## config.mk

```make
export PLATFORM = sky130hd
export DESIGN_NAME = arb_leaf
export DESIGN_NICKNAME = d
export VERILOG_FILES = /design/src/rtl/arb_leaf_pkg.sv /design/src/rtl/arb_rst_sync.sv /design/src/rtl/arb_prio_enc.sv /design/src/rtl/arb_round_lock.sv /design/src/rtl/arb_leaf.sv
export SDC_FILE = /design/constraint.sdc
export NUM_CORES = 1
export LEC_CHECK = 0
export BUFFER_PORTS_ARGS = -buffer_cell sky130_fd_sc_hd__buf_4
export CAP_MARGIN = 20
export CELL_PAD_IN_SITES_DETAIL_PLACEMENT = 0
export CELL_PAD_IN_SITES_GLOBAL_PLACEMENT = 1
export CORE_MARGIN = 3
export CORE_UTILIZATION = 33
export CTS_CLUSTER_SIZE = 40
export DETAILED_ROUTE_END_ITERATION = 6
export HOLD_SLACK_MARGIN = 0.06
export PLACE_DENSITY = 0.71
export SYNTH_ARGS = -nofsm -noshare
export SYNTH_HDL_FRONTEND = slang
export SYNTH_SLANG_ARGS = --single-unit
```

## constraint.sdc

```tcl
create_clock -name clk -period 1.1 [get_ports clk]
set_input_delay 0.22 -clock clk [delete_from_list [all_inputs] [get_ports clk]]
set_output_delay 0.22 -clock clk [all_outputs]
set_load 0.005 [all_outputs]
```

## src/rtl/arb_leaf_pkg.sv

```systemverilog
package arb_leaf_pkg;
  localparam int unsigned NUM_IN = 4;
  localparam int unsigned SEL_W  = $clog2(NUM_IN);

  typedef logic [NUM_IN-1:0] vec_t;
  typedef logic [SEL_W-1:0]  sel_t;

  function automatic sel_t onehot_index(input vec_t oh);
    sel_t r;
    r = '0;
    for (int i = 0; i < NUM_IN; i++) begin
      if (oh[i]) r = sel_t'(i);
    end
    return r;
  endfunction
endpackage

```

## src/rtl/arb_rst_sync.sv

```systemverilog
module arb_rst_sync #(
  parameter int unsigned STAGES = 2
) (
  input  logic clk,
  input  logic rst_n,
  output logic rst_sync_n
);
  logic [STAGES-1:0] pipe_q;

  always_ff @(posedge clk or negedge rst_n) begin
    if (!rst_n) pipe_q <= '0;
    else        pipe_q <= {pipe_q[STAGES-2:0], 1'b1};
  end

  assign rst_sync_n = pipe_q[STAGES-1];
endmodule

```

## src/rtl/arb_prio_enc.sv

```systemverilog
module arb_prio_enc
  import arb_leaf_pkg::*;
#(
  parameter int unsigned TOP = 3
) (
  input  vec_t req,
  output vec_t gnt
);
  logic found;
  sel_t idx;

  always_comb begin
    gnt   = '0;
    found = 1'b0;
    idx   = '0;
    for (int k = 0; k < NUM_IN; k++) begin
      idx = sel_t'((TOP + NUM_IN - k) % NUM_IN);
      if (!found && req[idx]) begin
        gnt[idx] = 1'b1;
        found    = 1'b1;
      end
    end
  end
endmodule

```

## src/rtl/arb_round_lock.sv

```systemverilog
module arb_round_lock
  import arb_leaf_pkg::*;
(
  input  logic clk,
  input  logic rst_n,
  input  vec_t req,
  input  vec_t gnt,
  input  logic round_start,
  output logic lock
);
  vec_t served_q, served_d;
  logic lock_q, lock_d;
  logic upd_en;
  vec_t served_new;

  always_comb begin
    served_new = served_q | gnt;
    served_d   = served_q;
    lock_d     = lock_q;
    upd_en     = 1'b0;
    if (round_start || (req == '0)) begin
      served_d = '0;
      lock_d   = 1'b0;
      upd_en   = 1'b1;
    end else if (gnt != '0) begin
      served_d = served_new;
      lock_d   = lock_q | ((req & ~served_new) == '0);
      upd_en   = 1'b1;
    end
  end

  always_ff @(posedge clk or negedge rst_n) begin
    if (!rst_n) begin
      served_q <= '0;
      lock_q   <= 1'b0;
    end else if (upd_en) begin
      served_q <= served_d;
      lock_q   <= lock_d;
    end
  end

  assign lock = lock_q;

  p_start_clear_r7: assert property (@(posedge clk) disable iff (!rst_n)
    round_start |=> !lock_q);
  p_idle_clear_r8: assert property (@(posedge clk) disable iff (!rst_n)
    (req == '0) |=> (!lock_q && served_q == '0));
  p_lock_on_done_r6: assert property (@(posedge clk) disable iff (!rst_n)
    (!round_start && req != '0 && gnt != '0 && ((req & ~(served_q | gnt)) == '0)) |=> lock_q);
endmodule

```

## src/rtl/arb_leaf.sv

```systemverilog
module arb_leaf
  import arb_leaf_pkg::*;
(
  input  logic       clk,
  input  logic       rst_n,
  input  logic [3:0] req_i,
  input  logic       ack_i,
  input  logic       round_start_i,
  output logic [3:0] grant_o,
  output logic       up_req_o,
  output logic       lock_o
);
  logic rst_q_n;
  sel_t st_q, st_d;
  logic st_en;
  vec_t cand [NUM_IN];
  vec_t pick;
  vec_t eff_req;
  logic lock_w;

  arb_rst_sync #(.STAGES(2)) u_rst (
    .clk(clk), .rst_n(rst_n), .rst_sync_n(rst_q_n)
  );

  // Each state s owns an encoder whose top priority is input (s+3) mod 4.
  for (genvar s = 0; s < NUM_IN; s++) begin : g_enc
    arb_prio_enc #(.TOP((s + NUM_IN - 1) % NUM_IN)) u_enc (
      .req(eff_req), .gnt(cand[s])
    );
  end

  assign eff_req = lock_w ? '0 : req_i;

  always_comb begin
    pick = cand[st_q];
  end

  assign grant_o  = ack_i ? pick : '0;
  assign up_req_o = (|req_i) && !lock_w;
  assign lock_o   = lock_w;

  always_comb begin
    st_en = (grant_o != '0);
    st_d  = onehot_index(grant_o);
  end

  always_ff @(posedge clk or negedge rst_q_n) begin
    if (!rst_q_n)   st_q <= '0;
    else if (st_en) st_q <= st_d;
  end

  arb_round_lock u_lock (
    .clk(clk), .rst_n(rst_q_n), .req(req_i), .gnt(grant_o),
    .round_start(round_start_i), .lock(lock_w)
  );

  p_grant_onehot_r2: assert property (@(posedge clk) disable iff (!rst_q_n)
    $onehot0(grant_o));
  p_grant_in_req_r2: assert property (@(posedge clk) disable iff (!rst_q_n)
    ((grant_o & ~req_i) == '0));
  p_noack_quiet_r2: assert property (@(posedge clk) disable iff (!rst_q_n)
    !ack_i |-> (grant_o == '0));
  p_state_hold_r4: assert property (@(posedge clk) disable iff (!rst_q_n)
    (grant_o == '0) |=> $stable(st_q));
  p_state_follow_r4: assert property (@(posedge clk) disable iff (!rst_q_n)
    (grant_o != '0) |=> ((4'b0001 << st_q) == $past(grant_o)));
  p_upreq_needs_req_r5: assert property (@(posedge clk) disable iff (!rst_q_n)
    up_req_o |-> (req_i != '0));
  p_locked_silent_r6: assert property (@(posedge clk) disable iff (!rst_q_n)
    lock_o |-> (grant_o == '0 && !up_req_o));
endmodule

```

# Yosys cells after proc, flatten, opt, wreduce, memory -nomap -nowiden

Index checks and enable logic that the tools add are counted.

Bits in registers: 9
Input port bits: 8
Output and inout port bits: 6
Logic and storage cells: 81

Reduce and logical (&&, ||, !) cells: 33
Order comparisons: 1
Bitwise logic cells: 5
Muxes and demuxes: 38

Operator list:

| kind               | count |
|---|---|
| $mux 1             | 29 |
| $mux 4             | 6 |
| $logic_and 1x1->1  | 13 |
| $logic_not 1->1    | 13 |
| $bmux 4 s2         | 1 |
| $logic_not 4->1    | 2 |
| $and 4x4->4        | 1 |
| $mux 2             | 2 |
| $not 4->4          | 1 |
| $or 4x4->4         | 1 |
| $reduce_bool 4->1  | 1 |
| $reduce_or 4->1    | 1 |
| $ge 3x3->1 const B | 1 |
| $not 2->3          | 1 |
| $reduce_and 2->1   | 1 |
| $reduce_bool 2->1  | 1 |
| $logic_or 1x1->1   | 1 |
| $or 1x1->1         | 1 |

# Logic depth before layout (Yosys ltp)

Gate-level depths: netlist of run 1.

Depth after elaboration: 22
Gate-level depth with buffers: 7
Depth with buffers taken out: 6

# Modules after synthesis

Synthesis of run 1 repeated with hierarchy kept, for this count alone.

Cell total of the unflattened synthesis: 67
Area, all modules: 695.7 um^2

Modules (own cells, without submodules):

| module         | area each (um^2) | cells each | times used | sequential area each (um^2) |
|---|---|---|---|---|
| arb_leaf       | 257.7            | 26         | 1          | 50.0 |
| arb_round_lock | 239.0            | 22         | 1          | 125.1 |
| arb_prio_enc   | 36.3             | 4          | 4          | 0.0 |
| arb_rst_sync   | 53.8             | 3          | 1          | 50.0 |

# Worst setup path after synthesis of run 1

No wires, ideal clock.

Path type: reg2reg
From: reg u_lock.lock_q, in the netlist u_lock.lock
To: reg u_lock.lock_q, in the netlist u_lock.lock
Setup slack: -0.335 ns
Clock period less this slack: 1.435 ns
Library setup time: 0.067 ns
Cell stages (with the launch flop): 7
Arrival time: 1.368 ns
Required time: 1.033 ns
Path buffers: 0
Cells stage by stage: dfrtp_1 -> and2b_2 -> o2111ai_2 -> inv_2 -> nor2_2 -> a221oi_2 -> o221a_1

Cells in the longest elaborated chain, start to end: 22
Elaborated cells between the ends (all ways): 65
Those cells by class: mux (33); bitwise (4); reduce/logical (28)

RTL lines:

| what                   | line                 | source |
|---|---|---|
| start, declared        | arb_round_lock.sv:12 | `logic lock_q, lock_d;` |
| start signal, assigned | arb_round_lock.sv:38 | `lock_q <= lock_d;` |
| $mux 4 (*)             | arb_leaf.sv:32       | `assign eff_req = lock_w ? '0 : req_i;` |
| $mux 1                 | arb_prio_enc.sv:18   | `if (!found && req[idx]) begin` |
| $logic_not 1->1        | arb_prio_enc.sv:18   |  |
| $logic_and 1x1->1      | arb_prio_enc.sv:18   |  |
| $mux 1                 | arb_prio_enc.sv:18   |  |
| $logic_not 1->1        | arb_prio_enc.sv:18   |  |
| $logic_and 1x1->1      | arb_prio_enc.sv:18   |  |
| $mux 1                 | arb_prio_enc.sv:18   |  |
| [... 7 more ...]       | -                    |  |
| net grant_o[3]         | arb_leaf.sv:9        | `output logic [3:0] grant_o,` |
| $or 4x4->4             | arb_round_lock.sv:17 | `served_new = served_q \| gnt;` |
| $not 4->4              | arb_round_lock.sv:27 | `lock_d = lock_q \| ((req & ~served_new) == '0);` |
| $and 4x4->4            | arb_round_lock.sv:27 |  |
| $logic_not 4->1        | arb_round_lock.sv:27 |  |
| $or 1x1->1             | arb_round_lock.sv:27 |  |
| $mux 1                 | arb_round_lock.sv:25 | `end else if (gnt != '0) begin` |
| $mux 1                 | arb_round_lock.sv:21 | `if (round_start \|\| (req == '0)) begin` |

Mark *: on every way through the listed nets, which the timed path passes. The rest lies on a longest branch. The select of a mux whose other input is x is not followed.
A chain may end at the register's enable or synchronous reset.

# Worst setup path after layout of run 1

From: reg st_q[1]
To: out grant_o[0]

Cells in the longest elaborated chain, start to end: 5

RTL lines:

| what                                      | line           | source |
|---|---|---|
| start, declared                           | arb_leaf.sv:14 | `sel_t st_q, st_d;` |
| start signal, assigned                    | arb_leaf.sv:49 | `else if (st_en) st_q <= st_d;` |
| $not 2->3 (not written as such)           | arb_leaf.sv:35 | `pick = cand[st_q];` |
| $bmux 4 s2                                | arb_leaf.sv:35 |  |
| $mux 4 (not written as such) (2 in a row) | arb_leaf.sv:35 |  |
| $mux 4                                    | arb_leaf.sv:38 | `assign grant_o = ack_i ? pick : '0;` |
| end, declared                             | arb_leaf.sv:9  |  |

Every way passes these cells. The select of a mux whose other input is x is not followed.

==> qor.csv, run 1 <==
stage,metric,value,unit
outcome,status,"complete, but fails checks",
outcome,failing checks,setup timing,
cts,CTS tree,done,
finish,# diodes,0,
power,Clock Power Share,12.6,%
finish,layout cell share with drive strength beyond 1,74.5,%
logic_synthesis,Synth area leader,dfrtp_1,
power,Pint,1.30,mW
cts,clock sink count,9,
power,peak supply drop,0.976,mV
timing,Final Max Tran Viols,0,
placement,global placement routability congestion,0.763,
placement,worst slack at placement,-0.441,ns
logic_synthesis,syn_area_per_cell,9.75,um2
critical_path,"Data required, critical path",0.88,ns
timing,Final setup viols,13,
drt,First-pass DRT Iterations,4,
logic_synthesis,Synth Register Bits,9,
power,LEAKAGE,0.546,nW
logic_synthesis,yosys warns,0,
logic_synthesis,area of the mapped netlist,527,um2
timing,Final WS setup,-0.569,ns
logic_synthesis,Commonest cells post-synth,"9 x dfrtp_1, 4 x nor2_1, 3 x inv_2, 3 x o21a_1",
power,combinational share of power,63.4,%
critical_path,CP max FO,4,
logic_synthesis,top cell type's share of synthesized area,42.8,%
logic_synthesis,asr flop ratio synth,100,%
global_route,initial antenna violation count,0,
finish,Final #Nets,119,
timing,RSZ-0062 raised after global routing,yes,
critical_path,Critical Path End Type,primary output,
timing,hold_ws,0.123,ns
cts,Worst-path clk slew,0.06,ns
drt,drt total wl,2280,um
floorplanning,I/O pin count,14,
cts,Clock Tree Buf Depth,2,
timing,Worst Clk Skew,0.00465,ns
timing,top achievable clock speed,0.599,GHz
drt,DRC Markers,0,
finish,Final Core Density,83.7,%
global_route,largest net degree at the start of global routing,8,
floorplanning,Die Ht,46.0,um
floorplanning,total die area,2110,um2
job,Max Cap Violations,0,
logic_synthesis,number of enable flip-flop cells after synthesis,0,
timing,crit share post-route,152,%
min_path,HP Class,reg -> async,
power,Psw,0.769,mW
placement,IO Port Bufs,13,
floorplanning,Die X,46.0,um
logic_synthesis,syn_nets,62,
logic_synthesis,post-synthesis instance total,54,
drt,detailed router's first-iteration violation count,15,
timing,final hold vios,0,
placement,Final HPWL DP,1120,um
floorplanning,row count,13,
logic_synthesis,most common cell in the netlist,dfrtp_1,
critical_path,CP cell instances,buf_4 -> or3_4 -> nand3_4 -> inv_2 -> buf_6,
cts,CTS buffer count,3,
placement,Cells after DPL,96,
cts,clk_lat worst skew,0.26,ns
critical_path,Crit Path Class,reg -> out,
drt,wire per inst,18.3,um
floorplanning,Initial Utilization,37.7,%
critical_path,Worst path slowest cell,dfrtp_2,
logic_synthesis,count of cell types in the netlist,31,
drt,Via density,5.62,
critical_path,Crit path max-delay family,flip-flops,
critical_path,Startpoint Class,register,
drt,Antenna Nets Post-Route,0,
logic_synthesis,sequential fraction of the synthesis area,42.8,%
timing,post-route minimum period,1.67,ns
global_route,vias in the first global route,680,
floorplanning,core footprint,1400,um2
power,PD cells,1770,nW/um2
power,part of the power in registers,24.0,%
finish,Area Overhead vs Synth,122,%
logic_synthesis,"Primary FF master, synth",dfrtp_1,
logic_synthesis,Area contributors post-synth,"dfrtp_1 43%, o2111ai_2 5.7%, o21a_1 4.3%",
finish,final cell count without fillers,125,
global_route,GR Util All Layers,21.1,%
critical_path,largest stage delay on the critical path,0.44,ns
critical_path,WP data arrival,1.45,ns
drt,total number of vias,703,
cts,CTS HTree Levels,1,
power,sw frac,37.1,%
global_route,GR Overflow Total,0,
global_route,first-pass GRT wire length,3100,um
cts,CTS root buffer,clkbuf_4,
critical_path,CP bufs+invs,3,
[worst paths after layout]
check / start / to / slack (ns) / cells after the start
setup / recovery: st_q[1]$_DFFE_PN0P_ / grant_o[0] / -0.57 / 5
hold / removal: u_rst.pipe_q[1]$_DFF_PN0_ / u_lock.served_q[0]$_DFFE_PN0P_ / 0.12 / 0
setup reg to reg: st_q[1]$_DFFE_PN0P_ / u_lock.lock$_DFFE_PN0P_ / -0.54 / 8
hold reg to reg: u_rst.pipe_q[1]$_DFF_PN0_ / u_lock.served_q[0]$_DFFE_PN0P_ / 0.12 / 0
max in group asynchronous: rst_n / u_rst.pipe_q[0]$_DFF_PN0_ / 0.73 / 2
min in group clk: round_start_i / u_lock.served_q[3]$_DFFE_PN0P_ / 0.13 / 2
[registers in the layout, indices dropped and copies added (netlist names)]
| register | cells |
|---|---|
| st_q | 2 |
| u_rst.pipe_q | 2 |
| u_lock.served_q | 4 |
| u_lock.lock | 1 |
[power by group through the flow]
stage / clock network (mW) / logic (mW) / registers [mW]
floorplan: 0 / 0.405 / 0.450
global placement: 0 / 0.547 / 0.515
detailed placement: 0 / 0.554 / 0.518
CTS: 0.259 / 1.05 / 0.482
global route: 0.282 / 1.37 / 0.506
finish: 0.260 / 1.31 / 0.498
[placed cells by master, fill, tap and decap left out, drive strengths merged, types with 3 or more instances in the layout]
master and n:
inv 5, dfrtp 9, nor2 5, o21ai 3, a21oi 3, o21a 3, clkbuf 4, buf 53
[layer usage]
layer,GRT usage (%),vias to the layer above,wire (um)
met2,33.8,32,1100
li1,-,311,-
met4,6.25,0,53
met5,0,-,0
met3,5.53,6,167
met1,27.7,354,963
[cell type report]
cell class	instances	area, um2
clock buffer	4	26.3
fill	77	228
inverter	5	18.8
multi-input combinational	38	399
sequential	9	228
tap	15	18.8
timing repair buffer	54	480
[what timing repair did]
action,4_1_cts,5_1_grt
gates resized for setup,28,13
setup buffers,18,6
hold buffers,1,0
setup endpoints to repair,13,13
pin swaps,9,7
hold endpoints to repair,2,0
[kinds of logic (layout without fill, tap and decap cells)]
logic type	Yosys count	after routing	synth area share (%)
and+or+nand+nor	20	20	21.6
buffers and inverters	7	63	6.41
DFF	9	9	42.8
AOI/OAI and AO/OA	17	17	28.5
other	1	1	0.712
[through the flow]
step / setup TNS [ns] / instance area [um2] / power [mW]
2_1_floorplan: -1.02 / 547 / 0.855
3_3_place_gp: -3.36 / 764 / 1.06
3_5_place_dp: -3.56 / 764 / 1.07
4_1_cts: -4.31 / 1070 / 1.79
5_1_grt: -5.71 / 1170 / 2.16
6_report: -5.18 / 1170 / 2.07
No activity file was read; power rests on OpenSTA's default activity.
==> inputs of run 2 (changes only) <==
RECOVER_POWER = 50   (was unset)
==> qor.csv, run 2 (synthesis gave the netlist of run 1 again) <==
stage,metric,value,unit,change
outcome,status,"complete, but fails checks",,unchanged
outcome,failing checks,setup timing,,unchanged
finish,Largest regs,"u_lock.served_q (4), st_q (2), u_rst.pipe_q (2)",,unchanged
drt,detailed router's first-iteration violation count,15,,unchanged
timing,Final Max Tran Viols,0,,unchanged
global_route,first-pass GRT wire length,3100,um,unchanged
global_route,GR Util All Layers,21.1,%,unchanged
finish,filler cell count in the final layout,79,,was 77
drt,Antenna Nets Post-Route,0,,unchanged
drt,wire per inst,18.1,um,was 18.3 um
drt,First-pass DRT Iterations,4,,unchanged
floorplanning,Die Ht,46.0,um,unchanged
critical_path,reg2reg setup slack,-0.54,ns,about the same
floorplanning,Initial Utilization,37.7,%,unchanged
finish,design area,1170,um2,about the same
drt,DRC Markers,0,,unchanged
placement,worst slack at placement,-0.441,ns,unchanged
finish,Final #Nets,119,,unchanged
finish,Final Core Density,83.5,%,was 83.7%
timing,crit share post-route,151,%,was 152%
min_path,HP Class,reg -> async,,unchanged
finish,"Most flops, register",u_lock.served_q,,unchanged
critical_path,Startpoint Class,register,,unchanged
placement,Final HPWL DP,1120,um,unchanged
critical_path,reg-to-reg critical path startpoint,st_q[1]$_DFFE_PN0P_,,unchanged
critical_path,"Data required, critical path",0.88,ns,about the same
timing,Final WS setup,-0.564,ns,was -0.569 ns
cts,clock sink count,9,,unchanged
global_route,met1 Resource Use GR,27.7,%,unchanged
floorplanning,total die area,2110,um2,unchanged
critical_path,WP data arrival,1.44,ns,was 1.45 ns
cts,clk_lat worst skew,0.26,ns,about the same
critical_path,Worst path slowest cell,dfrtp_2,,unchanged
finish,max reg flops,4,,unchanged
global_route,Top Usage Layer GRT,met2,,unchanged
power,PD cells,1770,nW/um2,about the same
job,Max Cap Violations,0,,unchanged
drt,drt total wl,2270,um,was 2280 um
floorplanning,row count,13,,unchanged
cts,Worst-path clk slew,0.06,ns,about the same
critical_path,Crit Path Class,reg -> out,,unchanged
global_route,GR Overflow Total,0,,unchanged
critical_path,largest stage delay on the critical path,0.44,ns,about the same
critical_path,Crit path max-delay family,flip-flops,,unchanged
critical_path,CP bufs+invs,3,,unchanged
global_route,vias in the first global route,680,,unchanged
timing,Final setup viols,13,,unchanged
critical_path,RR Endpoint,u_lock.lock$_DFFE_PN0P_,,unchanged
floorplanning,core footprint,1400,um2,unchanged
global_route,largest net degree at the start of global routing,8,,unchanged
finish,"leading cell types in the layout, fill and taps excluded","35 x buf_4, 16 x buf_6, 7 x dfrtp_1",,"was 36 x buf_4, 16 x buf_6, 7 x dfrtp_1"
timing,post-route minimum period,1.66,ns,was 1.67 ns
cts,Clock Tree Buf Depth,2,,unchanged
finish,layout cell share with drive strength beyond 1,73.6,%,was 74.5%
finish,Area Overhead vs Synth,122,%,about the same
timing,RSZ-0062 raised after global routing,yes,,unchanged
critical_path,Worst Reg-to-Reg Cells,8,,unchanged
finish,"commonest non-fill, non-tap cell in the layout",buf_4,,unchanged
floorplanning,Die X,46.0,um,unchanged
global_route,initial antenna violation count,0,,unchanged
floorplanning,I/O pin count,14,,unchanged
drt,total number of vias,697,,was 703
critical_path,WP depth,5,,unchanged
placement,global placement routability congestion,0.763,,unchanged
timing,top achievable clock speed,0.601,GHz,was 0.599 GHz
critical_path,CP cell instances,buf_4 -> or3_4 -> nand3_4 -> inv_2 -> buf_6,,unchanged
timing,final hold vios,0,,unchanged
power,peak supply drop,0.993,mV,was 0.976 mV
cts,CTS root buffer,clkbuf_4,,unchanged
placement,IO Port Bufs,13,,unchanged
cts,CTS HTree Levels,1,,unchanged
drt,Via density,5.58,,was 5.62
timing,Worst Clk Skew,0.00207,ns,was 0.00465 ns
placement,DP Area,764,um2,unchanged
critical_path,Critical Path End Type,primary output,,unchanged
global_route,routing usage on met2,33.8,%,unchanged
finish,# diodes,0,,unchanged
global_route,met3 Track Usage GR,5.53,%,unchanged
finish,final cell count without fillers,125,,unchanged
cts,CTS tree,done,,unchanged
critical_path,CP max FO,4,,unchanged
power,LEAKAGE,0.542,nW,was 0.546 nW
placement,Cells after DPL,96,,unchanged
cts,CTS buffer count,3,,unchanged
-- run 2: cell types whose count changed in the layout (fill, tap and decap cells not counted) --
cell / previous run / this run
buf_4: 36 / 35
clkbuf_1: 1 / 2
-- run 2: how the worst max path moves through the flow --
stage	from	endpoint	slack, ns
2_1_floorplan	u_lock.lock$_DFFE_PN0P_	u_lock.lock$_DFFE_PN0P_	-0.28
3_3_place_gp	st_q[1]$_DFFE_PN0P_	u_lock.lock$_DFFE_PN0P_	-0.42
3_5_place_dp	st_q[1]$_DFFE_PN0P_	u_lock.lock$_DFFE_PN0P_	-0.44
4_1_cts	st_q[1]$_DFFE_PN0P_	grant_o[3]	-0.50
5_1_grt	st_q[1]$_DFFE_PN0P_	grant_o[0]	-0.60
6_report	st_q[1]$_DFFE_PN0P_	grant_o[0]	-0.56
-- run 2: layout make-up --
type,instances,area (um2),area share (%)
repair buffers,54,477,40.8
multi-input cells,38,399,34.2
inverters,5,18.8,1.61
well taps,15,18.8,1.61
clock buffers,4,26.3,2.25
flip-flops and latches,9,228,19.5
-- run 2: metrics by stage --
step	power (mW)	hold slack [ns]	TNS (ns)
2_1_floorplan	0.855	-0.0756	-1.02
3_3_place_gp	1.06	0.00312	-3.36
3_5_place_dp	1.07	0.00574	-3.56
4_1_cts	1.79	0.114	-4.31
5_1_grt	2.16	0.119	-5.71
6_report	2.06	0.122	-5.15
-- run 2: metal layers --
layer,part of all wire [%],up-vias
li1,-,312
met4,2.3,0
met1,42,348
met3,7.6,6
met2,48,31
met5,0,-
-- run 2: what timing repair did --
| action | 4_1_cts | 5_1_grt |
|---|---|---|
| endpoints found under the hold margin | 2 | 0 |
| hold buffers | 1 | 0 |
| pin swaps | 9 | 7 |
| resized for setup | 28 | 13 |
| endpoints found under the setup margin | 13 | 13 |
| setup buffers | 18 | 6 |
-- run 2: power by group --
group          internal [mW]  switching (mW)
combinational          0.756           0.554
sequential             0.405          0.0918
clock                  0.140           0.117
